### src/rtl/pse_pkg.sv
package pse_pkg;

  localparam int LANE_W      = 8;
  localparam int LANES       = 2;
  localparam int BURST_BYTES = LANES;

  // Clamp a requested descriptor length to the cap, then trim to whole bursts.
  function automatic int clamp_len(input int want, input int cap);
    int v;
    v = (want > cap) ? cap : want;
    return v - (v % BURST_BYTES);
  endfunction

endpackage

### src/rtl/pse_desc_seq.sv
module pse_desc_seq
  import pse_pkg::*;
#(
  parameter int ADDR_W         = 18,
  parameter int BASE_ADDR      = 0,
  parameter int DESC_BYTES     = 4080,
  parameter int MAX_DESC_BYTES = 4095,
  parameter int DESC_COUNT     = 64,
  parameter int DESC_W         = 6
) (
  input  logic              clk,
  input  logic              rst_n,
  input  logic              start_i,
  input  logic              issue_i,
  input  logic              capture_i,
  output logic              start_acc_o,
  output logic              busy_o,
  output logic              final_pend_o,
  output logic [ADDR_W-1:0] addr_o,
  output logic [DESC_W-1:0] desc_idx_o
);

  localparam int EFF_BYTES = clamp_len(DESC_BYTES, MAX_DESC_BYTES);
  localparam int BC_W      = $clog2(MAX_DESC_BYTES + 1);
  localparam logic [BC_W-1:0]   LAST_CNT  = BC_W'(EFF_BYTES - BURST_BYTES);
  localparam logic [BC_W-1:0]   CNT_STEP  = BC_W'(BURST_BYTES);
  localparam logic [DESC_W-1:0] LAST_DESC = DESC_W'(DESC_COUNT - 1);
  localparam logic [ADDR_W-1:0] ADDR_BASE = ADDR_W'(BASE_ADDR);
  localparam logic [ADDR_W-1:0] ADDR_STEP = ADDR_W'(BURST_BYTES);

  logic              busy_q, busy_n;
  logic              fin_q, fin_n;
  logic [ADDR_W-1:0] addr_q, addr_n;
  logic [BC_W-1:0]   bcnt_q, bcnt_n;
  logic [DESC_W-1:0] desc_q, desc_n;
  logic              start_acc, desc_end, frame_end, seq_en;

  assign start_acc = start_i & ~busy_q;
  assign desc_end  = (bcnt_q == LAST_CNT);
  assign frame_end = desc_end & (desc_q == LAST_DESC);
  assign seq_en    = start_acc | issue_i | (capture_i & fin_q);

  always_comb begin
    busy_n = busy_q;
    fin_n  = fin_q;
    addr_n = addr_q;
    bcnt_n = bcnt_q;
    desc_n = desc_q;
    if (start_acc) begin
      busy_n = 1'b1;
      fin_n  = 1'b0;
      addr_n = ADDR_BASE;
      bcnt_n = '0;
      desc_n = '0;
    end else begin
      if (issue_i) begin
        addr_n = addr_q + ADDR_STEP;
        if (desc_end) begin
          bcnt_n = '0;
          if (frame_end) fin_n = 1'b1;
          else           desc_n = desc_q + 1'b1;
        end else begin
          bcnt_n = bcnt_q + CNT_STEP;
        end
      end
      if (capture_i && fin_q) begin
        busy_n = 1'b0;
        fin_n  = 1'b0;
      end
    end
  end

  always_ff @(posedge clk or negedge rst_n) begin
    if (!rst_n) begin
      busy_q <= 1'b0;
      fin_q  <= 1'b0;
      addr_q <= '0;
      bcnt_q <= '0;
      desc_q <= '0;
    end else if (seq_en) begin
      busy_q <= busy_n;
      fin_q  <= fin_n;
      addr_q <= addr_n;
      bcnt_q <= bcnt_n;
      desc_q <= desc_n;
    end
  end

  assign start_acc_o  = start_acc;
  assign busy_o       = busy_q;
  assign final_pend_o = fin_q;
  assign addr_o       = addr_q;
  assign desc_idx_o   = desc_q;

  AST_CNT_BOUND: assert property (@(posedge clk) disable iff (!rst_n)
    (bcnt_q <= LAST_CNT) && !bcnt_q[0]);
  AST_DESC_RANGE: assert property (@(posedge clk) disable iff (!rst_n)
    desc_q <= LAST_DESC);
  AST_IDLE_NO_ISSUE: assert property (@(posedge clk) disable iff (!rst_n)
    !busy_q |-> !issue_i);
  AST_FINAL_HOLDS_DESC: assert property (@(posedge clk) disable iff (!rst_n)
    fin_q && !start_acc |=> $stable(desc_q));

endmodule

### src/rtl/pse_burst_ctrl.sv
module pse_burst_ctrl (
  input  logic clk,
  input  logic rst_n,
  input  logic req_i,
  input  logic busy_i,
  input  logic start_acc_i,
  output logic issue_o,
  output logic capture_o,
  output logic underrun_o
);

  logic pend_q, pend_n;
  logic urun_q, urun_n;
  logic issue, urun_en;

  assign issue   = req_i & busy_i & ~pend_q;
  assign urun_en = start_acc_i | (req_i & pend_q);

  always_comb begin
    pend_n = issue;
    urun_n = urun_q;
    if (start_acc_i)          urun_n = 1'b0;
    else if (req_i && pend_q) urun_n = 1'b1;
  end

  always_ff @(posedge clk or negedge rst_n) begin
    if (!rst_n) pend_q <= 1'b0;
    else        pend_q <= pend_n;
  end

  always_ff @(posedge clk or negedge rst_n) begin
    if (!rst_n)       urun_q <= 1'b0;
    else if (urun_en) urun_q <= urun_n;
  end

  assign issue_o    = issue;
  assign capture_o  = pend_q;
  assign underrun_o = urun_q;

  AST_UNDERRUN_STICKY: assert property (@(posedge clk) disable iff (!rst_n)
    urun_q && !start_acc_i |=> urun_q);
  AST_NO_BACK_TO_BACK: assert property (@(posedge clk) disable iff (!rst_n)
    issue |=> !issue);

endmodule

### src/rtl/pse_lane_regs.sv
module pse_lane_regs
  import pse_pkg::*;
(
  input  logic                    clk,
  input  logic                    rst_n,
  input  logic                    load_i,
  input  logic                    final_i,
  input  logic [LANES*LANE_W-1:0] word_i,
  output logic [LANES*LANE_W-1:0] lanes_o,
  output logic                    done_o
);

  logic done_q, done_n;

  for (genvar g = 0; g < LANES; g++) begin : g_lane
    logic [LANE_W-1:0] lane_q;
    always_ff @(posedge clk or negedge rst_n) begin
      if (!rst_n)      lane_q <= '0;
      else if (load_i) lane_q <= word_i[g*LANE_W +: LANE_W];
    end
    assign lanes_o[g*LANE_W +: LANE_W] = lane_q;
  end

  always_comb done_n = load_i & final_i;

  always_ff @(posedge clk or negedge rst_n) begin
    if (!rst_n) done_q <= 1'b0;
    else        done_q <= done_n;
  end

  assign done_o = done_q;

  AST_DONE_PULSE: assert property (@(posedge clk) disable iff (!rst_n)
    done_q |=> !done_q);
  AST_HOLD_NO_LOAD: assert property (@(posedge clk) disable iff (!rst_n)
    !load_i |=> $stable(lanes_o));

endmodule

### src/rtl/pix_stream_engine.sv
module pix_stream_engine
  import pse_pkg::*;
#(
  parameter int ADDR_W         = 18,
  parameter int BASE_ADDR      = 0,
  parameter int DESC_BYTES     = 4080,
  parameter int MAX_DESC_BYTES = 4095,
  parameter int DESC_COUNT     = 64,
  parameter int DESC_W         = $clog2(DESC_COUNT)
) (
  input  logic              clk,
  input  logic              rst_n,
  input  logic              start_i,
  input  logic              req_i,
  output logic              rd_en_o,
  output logic [ADDR_W-1:0] rd_addr_o,
  input  logic [15:0]       rd_data_i,
  output logic [7:0]        lo_byte_o,
  output logic [7:0]        hi_byte_o,
  output logic [DESC_W-1:0] desc_idx_o,
  output logic              busy_o,
  output logic              done_o,
  output logic              underrun_o
);

  logic                    start_acc, busy, final_pend;
  logic                    issue, capture;
  logic [LANES*LANE_W-1:0] lanes;

  pse_desc_seq #(
    .ADDR_W         (ADDR_W),
    .BASE_ADDR      (BASE_ADDR),
    .DESC_BYTES     (DESC_BYTES),
    .MAX_DESC_BYTES (MAX_DESC_BYTES),
    .DESC_COUNT     (DESC_COUNT),
    .DESC_W         (DESC_W)
  ) u_seq (
    .clk          (clk),
    .rst_n        (rst_n),
    .start_i      (start_i),
    .issue_i      (issue),
    .capture_i    (capture),
    .start_acc_o  (start_acc),
    .busy_o       (busy),
    .final_pend_o (final_pend),
    .addr_o       (rd_addr_o),
    .desc_idx_o   (desc_idx_o)
  );

  pse_burst_ctrl u_burst (
    .clk         (clk),
    .rst_n       (rst_n),
    .req_i       (req_i),
    .busy_i      (busy),
    .start_acc_i (start_acc),
    .issue_o     (issue),
    .capture_o   (capture),
    .underrun_o  (underrun_o)
  );

  pse_lane_regs u_lanes (
    .clk     (clk),
    .rst_n   (rst_n),
    .load_i  (capture),
    .final_i (final_pend),
    .word_i  (rd_data_i),
    .lanes_o (lanes),
    .done_o  (done_o)
  );

  assign rd_en_o   = issue;
  assign lo_byte_o = lanes[7:0];
  assign hi_byte_o = lanes[15:8];
  assign busy_o    = busy;

  AST_DONE_CLEARS_BUSY: assert property (@(posedge clk) disable iff (!rst_n)
    done_o |-> !busy_o);
  AST_READ_ONLY_BUSY: assert property (@(posedge clk) disable iff (!rst_n)
    rd_en_o |-> busy_o);
  AST_ADDR_HOLD_IDLE: assert property (@(posedge clk) disable iff (!rst_n)
    !busy_o && !start_i |=> $stable(rd_addr_o));

endmodule

### config.mk
export PLATFORM = sky130hd
export DESIGN_NAME = pix_stream_engine
export DESIGN_NICKNAME = d
export VERILOG_FILES = /design/src/rtl/pse_pkg.sv /design/src/rtl/pse_desc_seq.sv /design/src/rtl/pse_burst_ctrl.sv /design/src/rtl/pse_lane_regs.sv /design/src/rtl/pix_stream_engine.sv
export SDC_FILE = /design/constraint.sdc
export NUM_CORES = 1
export LEC_CHECK = 0
export ABC_AREA = 1
export ABC_CLOCK_PERIOD_IN_PS = 1500
export BUFFER_PORTS_ARGS = -buffer_cell sky130_fd_sc_hd__clkbuf_2
export CAP_MARGIN = 10
export CORE_ASPECT_RATIO = 0.75
export CORE_MARGIN = 2
export CORE_UTILIZATION = 49
export DETAILED_ROUTE_END_ITERATION = 7
export GPL_ROUTABILITY_DRIVEN = 0
export PLACE_DENSITY = 0.76
export SYNTH_ARGS = -nofsm -noshare
export SYNTH_HDL_FRONTEND = slang
export SYNTH_SLANG_ARGS = --single-unit
export TNS_END_PERCENT = 100
### constraint.sdc
create_clock -name clk -period 1.5 [get_ports clk]
set_clock_uncertainty 0.1 [all_clocks]
set_input_delay 0.15 -clock clk [delete_from_list [all_inputs] [get_ports clk]]
set_output_delay 0.15 -clock clk [all_outputs]
set_load 0.05 [all_outputs]
==> Implementation_results.wiki, run 1 <==
{| class="wikitable"
! Metric !! Value
|-
| Iteration count of the initial detailed-routing pass || 4
|-
| CTS clk-pin slew, worst paths || around 0.1 ns
|-
| Global-route congestion overflow total || 0
|-
| Starting Density || about half
|-
| Mapped Area || ~0.0029 mm²
|-
| Number of different library cells in the post-synthesis netlist || 33
|-
| Number of nets with antenna violations after detailed routing || 0
|-
| Total number of H-tree levels || 2
|-
| Nature of the critical path startpoint || register
|-
| Final Util || between 60% and 70%
|-
| Average routed wire per standard cell || between 10 and 15 µm
|-
| Via count of the first global-routing pass || between 2000 and 3000
|-
| Share of synthesized area occupied by flip-flops and latches || 47.8%
|-
| Part of the power in the clock network || 20.7%
|-
| Number of ports placed on the die boundary || 64
|-
| Final-report max-slew violation count || 0
|-
| Flops & latches, synth || 55
|-
| Mean cell area of the mapped netlist || between 7 and 8 µm²
|-
| CP peak stage delay || between 0.4 and 0.5 ns
|-
| First-pass GRT wire length || between 10 and 15 mm
|-
| Setup violation total in the final timing report || 2
|-
| Crit path kind || register to output pin
|-
| Final Hold Vio Count || 0
|-
| Async SR Flop Fraction || between 90% and 100%
|-
| Floorplan die area || around 0.0065 mm²
|-
| Horizontal die dimension || ~93 µm
|-
| DP Wirelength || around 4.8 mm
|-
| Setup slack of the critical path after layout || -0.0479 ns
|-
| Status || complete, but fails checks
|-
| Unrepaired setup endpoints after global routing || yes
|-
| Cell chosen for the clock root || sky130_fd_sc_hd__clkbuf_8
|-
| Worst Path Arrival || ~1.3 ns
|-
| Nets || a little over 500
|-
| Most frequent standard cell in the layout excluding fill and tap cells || sky130_fd_sc_hd__nand2_1
|-
| Required time at the worst-slack endpoint || between 1 and 1.5 ns
|-
| Kind of path behind the tightest hold check || input port to register
|-
| Cell-internal power || ~3.2 mW
|-
| Switching pwr || between 2 and 2.5 mW
|-
| Area growth from synthesis to final layout || 37.4%
|-
| VDD IR-drop max || about 1.7 mV
|-
| CTS buffer count || 5
|-
| Sequential group share of total power || roughly 38%
|-
| Mapped Nets || between 400 and 500
|-
| CP top delay family || buffers and inverters
|-
| Final clock period utilization by the worst path || 103%
|-
| Maximum buffer depth of the clock tree || 2
|-
| Upper clock frequency limit || 646 MHz
|-
| Buffer and inverter count on the worst path || 3
|-
| Leakage || roughly 2.1 nW
|-
| Number of vias per cell after detailed routing || ~5
|-
| Commonest cells after routing, fill and taps aside || 138 x sky130_fd_sc_hd__nand2_1, 61 x sky130_fd_sc_hd__clkbuf_2, 42 x sky130_fd_sc_hd__dfrtp_1
|-
| Iter 0 DRT Violations || ~150
|-
| Y dimension of the die || just over 70 µm
|-
| Worst path cell trace || buf_6 > nand3_4 > clkinvlp_4 > clkbuf_16
|-
| Max FO, Critical Path || 3
|-
| Via count || about 2800
|-
| Shortest period the worst path allows || 1.55 ns
|-
| Pin count of the biggest net entering global routing || 56
|-
| Non-Filler Instances || ~570
|-
| Number of placement rows || 24
|-
| Slowest stage cell on the critical path || sky130_fd_sc_hd__dfrtp_2
|-
| Number of enable flip-flop cells after synthesis || 0
|-
| Endpoint class of the critical path || output pin
|-
| Placed instance count || about 530
|-
| Total detailed-routing wirelength || between 7 and 8 mm
|-
| Number of antenna cells inserted || 0
|-
| Port Buffer Count || 62
|-
| Total clock sinks || 55
|-
| Most common flop cell mapped by yosys || sky130_fd_sc_hd__dfrtp_1
|-
| Fraction of final layout cells sized beyond drive strength 1 || roughly a third
|-
| Synthesis Warnings || 0
|-
| Number of antenna violations at the first check in global routing || 0
|-
| Switching share of power || a little over two fifths
|-
| Max-cap violations || 0
|-
| Violations in the final reports || setup timing
|-
| Combinational power share || 41.4%
|-
| Count of unresolved DRC violations after routing || 0
|-
| CTS tree || built
|-
| Core Footprint || approximately 0.0057 mm²
|-
| Post-Syn Instances || roughly 380
|-
| GRT Overall Usage || between 20% and 30%
|-
| Power Total || 5.66 mW
|-
| Power density relative to cell area || ~1400 mW/mm²
|-
| Clock insertion delay at the later pin of the skew report || about 0.32 ns
|}
-- flip-flops by register name (all words and copies together) (netlist names) --
name,count
u_burst.underrun_o,1
u_seq.final_pend_o,1
u_burst.capture_o,1
u_seq.bcnt_q,11
u_lanes.g_lane.lane_q,16
u_seq.busy_o,1
u_seq.desc_idx_o,6
u_seq.addr_o,17
u_lanes.done_o,1
-- kinds of logic (layout without fill, tap and decap cells) --
logic type	after synthesis	in the layout	synth area share, %
flip-flops	55	55	47.8
other	1	1	0.130
buffers and inverters	55	166	8.73
XOR/XNOR	6	6	1.82
AND/OR/NAND/NOR	225	225	34.0
adder cells (fa/ha/maj)	3	3	1.30
AO/OA/AOI/OAI	33	33	6.25
-- per-layer routing --
metal	GRT usage (%)	wire, µm
met2	38.3	3650
met3	4.64	318
met1	29.6	3350
met5	0	0
met4	6.63	124
-- power groups by stage --
stage | Sequential [mW] | Clock, mW | Combinational [mW]
2_1_floorplan | 2.83 | 0 | 0.854
3_3_place_gp | 2.14 | 0 | 2.12
3_5_place_dp | 2.15 | 0 | 2.16
4_1_cts | 2.12 | 1.19 | 2.23
5_1_grt | 2.19 | 1.25 | 2.56
6_report | 2.14 | 1.17 | 2.35
-- per-stage QoR --
stage / hold slack [ns] / setup TNS (ns) / cell area, µm² / setup WS [ns]
CTS: 0.0791 / -0.0326 / 3790 / -0.0188
floorplan: -0.246 / -0.770 / 2940 / -0.114
detailed placement: 0.0779 / 0 / 3440 / 0.0106
finish: 0.113 / -0.0505 / 3960 / -0.0479
global route: 0.155 / -0.948 / 3960 / -0.107
global placement: 0.0733 / 0 / 3440 / 0.0472
-- cell usage after synthesis (3+ instances only) --
master | count | area [µm²]
sky130_fd_sc_hd__ha_1 | 3 | 37.5
sky130_fd_sc_hd__nor2_1 | 34 | 128
sky130_fd_sc_hd__nand4_1 | 9 | 56.3
sky130_fd_sc_hd__o21ai_1 | 3 | 15.0
sky130_fd_sc_hd__a21oi_1 | 11 | 55.1
sky130_fd_sc_hd__o21ai_0 | 12 | 60.1
sky130_fd_sc_hd__nor2_4 | 3 | 33.8
sky130_fd_sc_hd__xor2_1 | 4 | 35.0
sky130_fd_sc_hd__nand2_1 | 144 | 541
sky130_fd_sc_hd__o22ai_1 | 3 | 18.8
sky130_fd_sc_hd__nand3_1 | 17 | 85.1
sky130_fd_sc_hd__inv_1 | 46 | 173
sky130_fd_sc_hd__nand2_2 | 3 | 18.8
sky130_fd_sc_hd__dfrtp_1 | 55 | 1380
sky130_fd_sc_hd__nor3_1 | 5 | 25.0
-- worst register-to-register path, cell delays in order, from the launching register on --
cell and delay, ns:
sky130_fd_sc_hd__dfrtp_1 0.38, sky130_fd_sc_hd__nand2_1 0.12, sky130_fd_sc_hd__nor2_2 0.17, sky130_fd_sc_hd__nand3_2 0.11
sky130_fd_sc_hd__nand2_2 0.12, sky130_fd_sc_hd__nand2_2 0.10, sky130_fd_sc_hd__nor2_4 0.19, sky130_fd_sc_hd__nand2_1 0.08
sky130_fd_sc_hd__nand2_1 0.07
-- final cells by class --
class                      count  area, µm²
sequential                    55       1390
tap                           78       97.6
inverter                      47        200
timing repair buffer         111        773
clock inverter                 3       67.6
fill                         426       1780
clock buffer                   5       68.8
multi-input combinational    268       1360
-- final timing paths --
check	from	endpoint	slack, ns	cells past startpoint
min in group asynchronous	rst_n	u_seq.desc_idx_o[0]	0.26	3
max in group asynchronous	rst_n	u_seq.addr_o[7]	0.78	3
min	req_i	u_burst.underrun_o	0.11	5
max reg2reg	u_seq.bcnt_q[7]	u_seq.desc_idx_o[2]	0	8
min reg2reg	u_lanes.g_lane[1].lane_q[7]	u_lanes.g_lane[1].lane_q[7]	0.38	2
max	u_seq.busy_o	rd_en_o	-0.05	4
-- timing repair --
| action | CTS | global route |
|---|---|---|
| hold endpoints to repair | 71 | 0 |
| setup endpoints to repair | 8 | 27 |
| gates resized for setup | 5 | 28 |
| pin swaps | 2 | 2 |
| hold buffers | 17 | 0 |
| setup buffers | 2 | 11 |
Note: power is estimated with default switching activity, not from simulation.
==> inputs of run 2 (changes only) <==
--- a/config.mk
+++ b/config.mk
@@ -11,10 +11,10 @@
 export CAP_MARGIN = 10
 export CORE_ASPECT_RATIO = 0.75
 export CORE_MARGIN = 2
-export CORE_UTILIZATION = 49
+export CORE_UTILIZATION = 50
+export CTS_BUF_LIST = sky130_fd_sc_hd__clkbuf_4
 export DETAILED_ROUTE_END_ITERATION = 7
-export GPL_ROUTABILITY_DRIVEN = 0
-export PLACE_DENSITY = 0.76
+export PLACE_DENSITY = 0.77
 export SYNTH_ARGS = -nofsm -noshare
 export SYNTH_HDL_FRONTEND = slang
 export SYNTH_SLANG_ARGS = --single-unit
==> Implementation_results.wiki, run 2 (synthesis gave the netlist of run 1 again) <==
{| class="wikitable"
! Metric !! Value
|-
| Status || complete, but fails checks (unchanged)
|-
| Violations in the final reports || setup timing (unchanged)
|-
| Average routed wire per standard cell || 14.0 µm (was 13.1 µm)
|-
| Pin count of the biggest net entering global routing || 56 (unchanged)
|-
| Total detailed-routing wirelength || 7.92 mm (was 7.44 mm)
|-
| Post-route setup TNS || -0.171 ns (was -0.0505 ns)
|-
| Area of all sequential standard cells || 0.00139 mm² (unchanged)
|-
| Kind of path behind the tightest hold check || input port to register (unchanged)
|-
| Floorplan die area || 0.00639 mm² (was 0.00652 mm²)
|-
| Count of unresolved DRC violations after routing || 0 (unchanged)
|-
| Iter 0 DRT Violations || 216 (was 148)
|-
| Leakage || 2.14 nW (was 2.10 nW)
|-
| Maximum buffer depth of the clock tree || 2 (unchanged)
|-
| CP top delay family || flip-flops (was buffers and inverters)
|-
| Commonest cells after routing, fill and taps aside || 138 x sky130_fd_sc_hd__nand2_1, 56 x sky130_fd_sc_hd__clkbuf_2, 42 x sky130_fd_sc_hd__dfrtp_1 (was 138 x sky130_fd_sc_hd__nand2_1, 61 x sky130_fd_sc_hd__clkbuf_2, 42 x sky130_fd_sc_hd__dfrtp_1)
|-
| Combinational power share || 45.3% (was 41.4%)
|-
| Iteration count of the initial detailed-routing pass || 4 (unchanged)
|-
| Number of ports placed on the die boundary || 64 (unchanged)
|-
| Setup slack of the critical path after layout || -0.109 ns (was -0.0479 ns)
|-
| Max FO, Critical Path || 2 (was 3)
|-
| Worst Path Arrival || 1.36 ns (was 1.30 ns)
|-
| Endpoint class of the critical path || output pin (unchanged)
|-
| Most frequent standard cell in the layout excluding fill and tap cells || sky130_fd_sc_hd__nand2_1 (unchanged)
|-
| Nets || 513 (was 511)
|-
| CTS clk-pin slew, worst paths || 0.16 ns (was 0.10 ns)
|-
| Number of nets with antenna violations after detailed routing || 0 (unchanged)
|-
| Filler cell count in the final layout || 372 (was 426)
|-
| Number of antenna violations at the first check in global routing || 0 (unchanged)
|-
| Final Hold Vio Count || 0 (unchanged)
|-
| Crit path kind || register to output pin (unchanged)
|-
| Number of placement rows || 23 (was 24)
|-
| Setup violation total in the final timing report || 5 (was 2)
|-
| Fraction of final layout cells sized beyond drive strength 1 || 33.0% (was 31.7%)
|-
| Clock insertion delay at the later pin of the skew report || 0.39 ns (was 0.32 ns)
|-
| Horizontal die dimension || 91.7 µm (was 92.6 µm)
|-
| Power density relative to cell area || 1360 mW/mm² (was 1430 mW/mm²)
|-
| Starting Density || 53.0% (was 50.2%)
|-
| First-pass GRT wire length || 12.5 mm (was 11.8 mm)
|-
| Y dimension of the die || 69.7 µm (was 70.4 µm)
|-
| Number of antenna cells inserted || 0 (unchanged)
|-
| Cell-internal power || 2.93 mW (was 3.19 mW)
|-
| Upper clock frequency limit || 621 MHz (was 646 MHz)
|-
| Shortest period the worst path allows || 1.61 ns (was 1.55 ns)
|-
| Buffer and inverter count on the worst path || 3 (unchanged)
|-
| Worst path cell trace || buf_6 > nand3_4 > clkinvlp_4 > clkbuf_16 (unchanged)
|-
| Part of the power in the clock network || 15.6% (was 20.7%)
|-
| Last weighted congestion value of the routability-driven placer || around 0.89
|-
| Slowest stage cell on the critical path || sky130_fd_sc_hd__dfrtp_2 (unchanged)
|-
| Max-cap violations || 0 (unchanged)
|-
| Port Buffer Count || 62 (unchanged)
|-
| CP peak stage delay || 0.45 ns (was 0.43 ns)
|-
| Total number of H-tree levels || 2 (unchanged)
|-
| Core Footprint || 0.00544 mm² (was 0.00574 mm²)
|-
| Switching pwr || 2.52 mW (was 2.47 mW)
|-
| Final clock period utilization by the worst path || 107% (was 103%)
|-
| Number of vias per cell after detailed routing || 5.18 (was 4.98)
|-
| CTS buffer count || 5 (unchanged)
|-
| Multi-input gate area in the final layout || 0.00144 mm² (was 0.00136 mm²)
|-
| Required time at the worst-slack endpoint || 1.25 ns (about the same)
|-
| CTS tree || built (unchanged)
|-
| Sequential group share of total power || 39.1% (was 37.8%)
|-
| Nature of the critical path startpoint || register (unchanged)
|-
| VDD IR-drop max || 1.48 mV (was 1.71 mV)
|-
| Via count of the first global-routing pass || 2734 (was 2647)
|-
| Final-report max-slew violation count || 0 (unchanged)
|-
| Area growth from synthesis to final layout || 39.4% (was 37.4%)
|-
| Cell chosen for the clock root || sky130_fd_sc_hd__clkbuf_4 (was sky130_fd_sc_hd__clkbuf_8)
|-
| Final Util || 73.9% (was 69.0%)
|-
| Unrepaired setup endpoints after global routing || yes (unchanged)
|-
| Total clock sinks || 55 (unchanged)
|-
| Switching share of power || 46.3% (was 43.6%)
|-
| Number of flip-flops under the largest register name || 17 (unchanged)
|-
| DP Wirelength || 4.91 mm (was 4.80 mm)
|-
| GRT Overall Usage || 24.0% (was 22.7%)
|-
| Via count || 2933 (was 2824)
|-
| Global-route congestion overflow total || 0 (unchanged)
|}
## run 2: cell types whose count changed in the layout (fill, tap and decap cells not counted), sizes merged
cell | before | now
buf | 32 | 37
bufinv | 2 | 1
clkbuf | 67 | 62
clkinv | 1 | 3
clkinvlp | 4 | 3
dlygate4sd3 | 17 | 18
nand2 | 149 | 150
## run 2: final timing paths
check	depth (start not counted)	end	startpoint	slack, ns
min	5	u_burst.underrun_o	req_i	0.03
min reg2reg	2	u_lanes.g_lane[0].lane_q[2]	u_lanes.g_lane[0].lane_q[2]	0.39
max	4	rd_en_o	u_seq.busy_o	-0.11
max reg2reg	8	u_seq.bcnt_q[3]	u_seq.busy_o	-0.03
max in group asynchronous	3	u_seq.addr_o[7]	rst_n	0.86
min in group asynchronous	3	u_lanes.g_lane[0].lane_q[3]	rst_n	0.17
## run 2: final cells by class
class / instances / area share (%)
clock inverters: 3 / 1.09
clock buffers: 5 / 0.934
flip-flops and latches: 55 / 34.7
multi-input cells: 269 / 35.9
inverters: 47 / 4.98
repair buffers: 112 / 20.1
well taps: 75 / 2.34
## run 2: worst register-to-register path: stages, from the launching register on
cell	delay (ns)
sky130_fd_sc_hd__dfrtp_2	0.45
sky130_fd_sc_hd__buf_6	0.12
sky130_fd_sc_hd__nand3_4	0.09
sky130_fd_sc_hd__buf_12	0.14
sky130_fd_sc_hd__nand2_8	0.08
sky130_fd_sc_hd__buf_6	0.13
sky130_fd_sc_hd__buf_6	0.12
sky130_fd_sc_hd__a21oi_1	0.14
sky130_fd_sc_hd__nor2_1	0.07
## run 2: metal layers
layer	vias up	share of wire [%]	wire length, µm	GRT usage (%)
met5	-	0	0	0
met1	1400	43	3410	32.2
met3	19	5.9	470	4.24
li1	1409	-	-	-
met2	105	49	3900	40.7
met4	0	1.8	140	5.39
## run 2: power groups by stage
stage / sequential [mW] / combinational [mW] / clock [mW]
6_report: 2.14 / 2.47 / 0.850
2_1_floorplan: 2.83 / 0.854 / 0
3_3_place_gp: 2.14 / 2.09 / 0
3_5_place_dp: 2.16 / 2.12 / 0
5_1_grt: 2.18 / 2.68 / 0.921
4_1_cts: 2.13 / 2.21 / 0.855
## run 2: what timing repair did
item	CTS	global route
endpoints found under the hold margin	72	0
cloned	0	1
hold buffers	18	0
pin swaps	1	5
endpoints found under the setup margin	5	26
buffers inserted	3	14
resized for setup	9	49
## run 2: stage by stage
stage | setup WS (ns) | power [mW] | hold slack [ns] | cells | cell area, µm²
after CTS | -0.0729 | 5.20 | 0.0280 | 552 | 3750
after floorplan | -0.114 | 3.68 | -0.246 | 378 | 2940
after global routing | -0.161 | 5.78 | 0.0440 | 566 | 4020
after global placement | 0.0473 | 4.23 | 0.0723 | 523 | 3410
after detailed placement | 0.0203 | 4.28 | 0.0721 | 523 | 3410
final | -0.109 | 5.46 | 0.0337 | 566 | 4020
==> inputs of run 3 (changes only) <==
--- a/config.mk
+++ b/config.mk
@@ -15,6 +15,7 @@
 export CTS_BUF_LIST = sky130_fd_sc_hd__clkbuf_4
 export DETAILED_ROUTE_END_ITERATION = 7
 export PLACE_DENSITY = 0.77
+export RECOVER_POWER = 100
 export SYNTH_ARGS = -nofsm -noshare
 export SYNTH_HDL_FRONTEND = slang
 export SYNTH_SLANG_ARGS = --single-unit
==> Implementation_results.wiki, run 3 (synthesis gave the netlist of run 1 again) <==
{| class="wikitable"
! Metric !! Value
|-
| Status || complete, but fails checks (unchanged)
|-
| Violations in the final reports || setup timing (unchanged)
|-
| Floorplan die area || 0.00639 mm² (unchanged)
|-
| Final Hold Vio Count || 0 (unchanged)
|-
| Shortest period the worst path allows || 1.61 ns (about the same)
|-
| Fraction of final layout cells sized beyond drive strength 1 || 33.0% (unchanged)
|-
| Max FO, Critical Path || 2 (unchanged)
|-
| Number of placement rows || 23 (unchanged)
|-
| Crit path kind || register to output pin (unchanged)
|-
| GRT Overall Usage || 24.0% (unchanged)
|-
| Total number of H-tree levels || 2 (unchanged)
|-
| Filler cell count in the final layout || 376 (was 372)
|-
| Y dimension of the die || 69.7 µm (unchanged)
|-
| Unrepaired setup endpoints after global routing || yes (unchanged)
|-
| Transition time at the pin with the least slew margin || 0.751 ns
|-
| Nets || 513 (unchanged)
|-
| Horizontal die dimension || 91.7 µm (unchanged)
|-
| Port Buffer Count || 62 (unchanged)
|-
| Total detailed-routing wirelength || 7.93 mm (was 7.92 mm)
|-
| Setup violation total in the final timing report || 5 (unchanged)
|-
| Upper clock frequency limit || 622 MHz (was 621 MHz)
|-
| Global-route congestion overflow total || 0 (unchanged)
|-
| Last weighted congestion value of the routability-driven placer || 0.889 (unchanged)
|-
| Via count || 2923 (was 2933)
|-
| Number of antenna cells inserted || 0 (unchanged)
|-
| Beginning of the critical path || u_seq.busy_o (unchanged)
|-
| Leakage || 2.13 nW (was 2.14 nW)
|-
| CTS tree || built (unchanged)
|-
| Critical Path Sink || rd_en_o (unchanged)
|-
| CTS clk-pin slew, worst paths || 0.16 ns (about the same)
|-
| Maximum buffer depth of the clock tree || 2 (unchanged)
|-
| Core Footprint || 0.00544 mm² (unchanged)
|-
| Number of ports placed on the die boundary || 64 (unchanged)
|-
| Clock insertion delay at the later pin of the skew report || 0.39 ns (about the same)
|-
| Count of unresolved DRC violations after routing || 0 (unchanged)
|-
| Required time at the worst-slack endpoint || 1.25 ns (about the same)
|-
| Via count of the first global-routing pass || 2734 (unchanged)
|-
| Worst Path Arrival || 1.36 ns (about the same)
|-
| Cell chosen for the clock root || sky130_fd_sc_hd__clkbuf_4 (unchanged)
|-
| Number of vias per cell after detailed routing || 5.16 (was 5.18)
|-
| Total clock sinks || 55 (unchanged)
|-
| Iteration count of the initial detailed-routing pass || 4 (unchanged)
|-
| Startpoint of the worst register-to-register path || u_seq.busy_o (unchanged)
|-
| Worst rel slew slack || roughly half
|-
| Setup slack of the critical path after layout || -0.108 ns (was -0.109 ns)
|-
| Final clock period utilization by the worst path || 107% (about the same)
|-
| First-pass GRT wire length || 12.5 mm (unchanged)
|-
| Starting Density || 53.0% (unchanged)
|-
| VDD IR-drop max || 1.48 mV (about the same)
|-
| Power density relative to cell area || 1360 mW/mm² (about the same)
|-
| Pin count of the biggest net entering global routing || 56 (unchanged)
|-
| Final-report max-slew violation count || 0 (unchanged)
|-
| Slack of the worst reg-to-reg path || -0.02 ns (was -0.03 ns)
|-
| Endpoint class of the critical path || output pin (unchanged)
|-
| Nature of the critical path startpoint || register (unchanged)
|-
| Number of cells on the worst reg-to-reg path || 8 (unchanged)
|-
| Number of antenna violations at the first check in global routing || 0 (unchanged)
|-
| Most frequent standard cell in the layout excluding fill and tap cells || sky130_fd_sc_hd__nand2_1 (unchanged)
|-
| Commonest cells after routing, fill and taps aside || 138 x sky130_fd_sc_hd__nand2_1, 58 x sky130_fd_sc_hd__clkbuf_2, 42 x sky130_fd_sc_hd__dfrtp_1 (was 138 x sky130_fd_sc_hd__nand2_1, 56 x sky130_fd_sc_hd__clkbuf_2, 42 x sky130_fd_sc_hd__dfrtp_1)
|-
| Terminus of the critical flop-to-flop path || u_seq.bcnt_q[3] (unchanged)
|-
| CTS buffer count || 5 (unchanged)
|-
| Worst setup slack after placement || 0.0203 ns (unchanged)
|-
| Area growth from synthesis to final layout || 38.8% (was 39.4%)
|-
| Average routed wire per standard cell || 14.0 µm (about the same)
|-
| Max-cap violations || 0 (unchanged)
|-
| Number of flip-flops under the largest register name || 17 (unchanged)
|-
| Kind of path behind the tightest hold check || input port to register (unchanged)
|-
| Iter 0 DRT Violations || 219 (was 216)
|-
| Power Total || 5.45 mW (was 5.46 mW)
|-
| DP Wirelength || 4.91 mm (unchanged)
|-
| Number of nets with antenna violations after detailed routing || 0 (unchanged)
|}
-- run 3: cell count changes in the layout (fill, tap and decap cells not counted), sizes merged --
cell,before,now
buf,37,34
clkbuf,62,65
-- run 3: power by group --
part           switching (mW)  internal, mW  total, mW  leakage, nW
combinational            1.69         0.772       2.47         1.43
clock                   0.499         0.352      0.851       0.0452
sequential              0.335          1.80       2.14        0.654
total                    2.53          2.92       5.45         2.13
-- run 3: worst min-delay path by stage --
stage / depth (start not counted) / start / to / slack [ns]
3_5_place_dp: 2 / rst_n / u_lanes.g_lane[1].lane_q[7] / 0.07
3_3_place_gp: 2 / rst_n / u_lanes.g_lane[0].lane_q[3] / 0.07
5_1_grt: 5 / req_i / u_burst.underrun_o / 0.04
6_report: 5 / req_i / u_burst.underrun_o / 0.03
4_1_cts: 5 / req_i / u_burst.underrun_o / 0.03
2_1_floorplan: 0 / rst_n / u_burst.capture_o / -0.25
-- run 3: per-layer routing --
| metal | vias to the layer above | global-route usage [%] | routed length (µm) |
|---|---|---|---|
| met4 | 0 | 5.39 | 140 |
| met1 | 1393 | 32.2 | 3410 |
| met3 | 19 | 4.24 | 470 |
| li1 | 1410 | - | - |
| met5 | - | 0 | 0 |
| met2 | 101 | 40.7 | 3910 |
-- run 3: metrics by stage --
stage          utilization (%)  hold WS, ns  std cells  setup TNS [ns]  area (µm²)
2_1_floorplan                -       -0.246        378          -0.770        2940
6_report                  73.5       0.0288        566          -0.148        4000
5_1_grt                   73.5       0.0440        566           -1.26        4000
3_5_place_dp              62.8       0.0721        523               0        3410
4_1_cts                   69.0       0.0280        552         -0.0867        3750
3_3_place_gp              62.8       0.0723        523               0        3410
-- run 3: area by class of cell --
cell class                 count  area, µm²  share of cell area, %
clock buffer                   5       37.5                  0.938
inverter                      47        200                   5.00
tap                           75       93.8                   2.35
multi-input combinational    269       1440                   36.1
clock inverter                 3       43.8                   1.09
sequential                    55       1390                   34.8
timing repair buffer         112        788                   19.7
-- run 3: what timing repair did --
action | 4_1_cts | 5_1_grt
buffers inserted | 3 | 14
endpoints found under the hold margin | 72 | 0
setup endpoints to repair | 5 | 26
gates cloned | 0 | 1
pin swaps | 1 | 5
resized for setup | 9 | 49
hold buffers | 18 | 0
-- run 3: critical path, cell delays in order (launching register included) --
cell,delay [ns]
sky130_fd_sc_hd__dfrtp_2,0.45
sky130_fd_sc_hd__buf_6,0.12
sky130_fd_sc_hd__nand3_4,0.09
sky130_fd_sc_hd__clkinvlp_4,0.13
sky130_fd_sc_hd__clkbuf_16,0.18
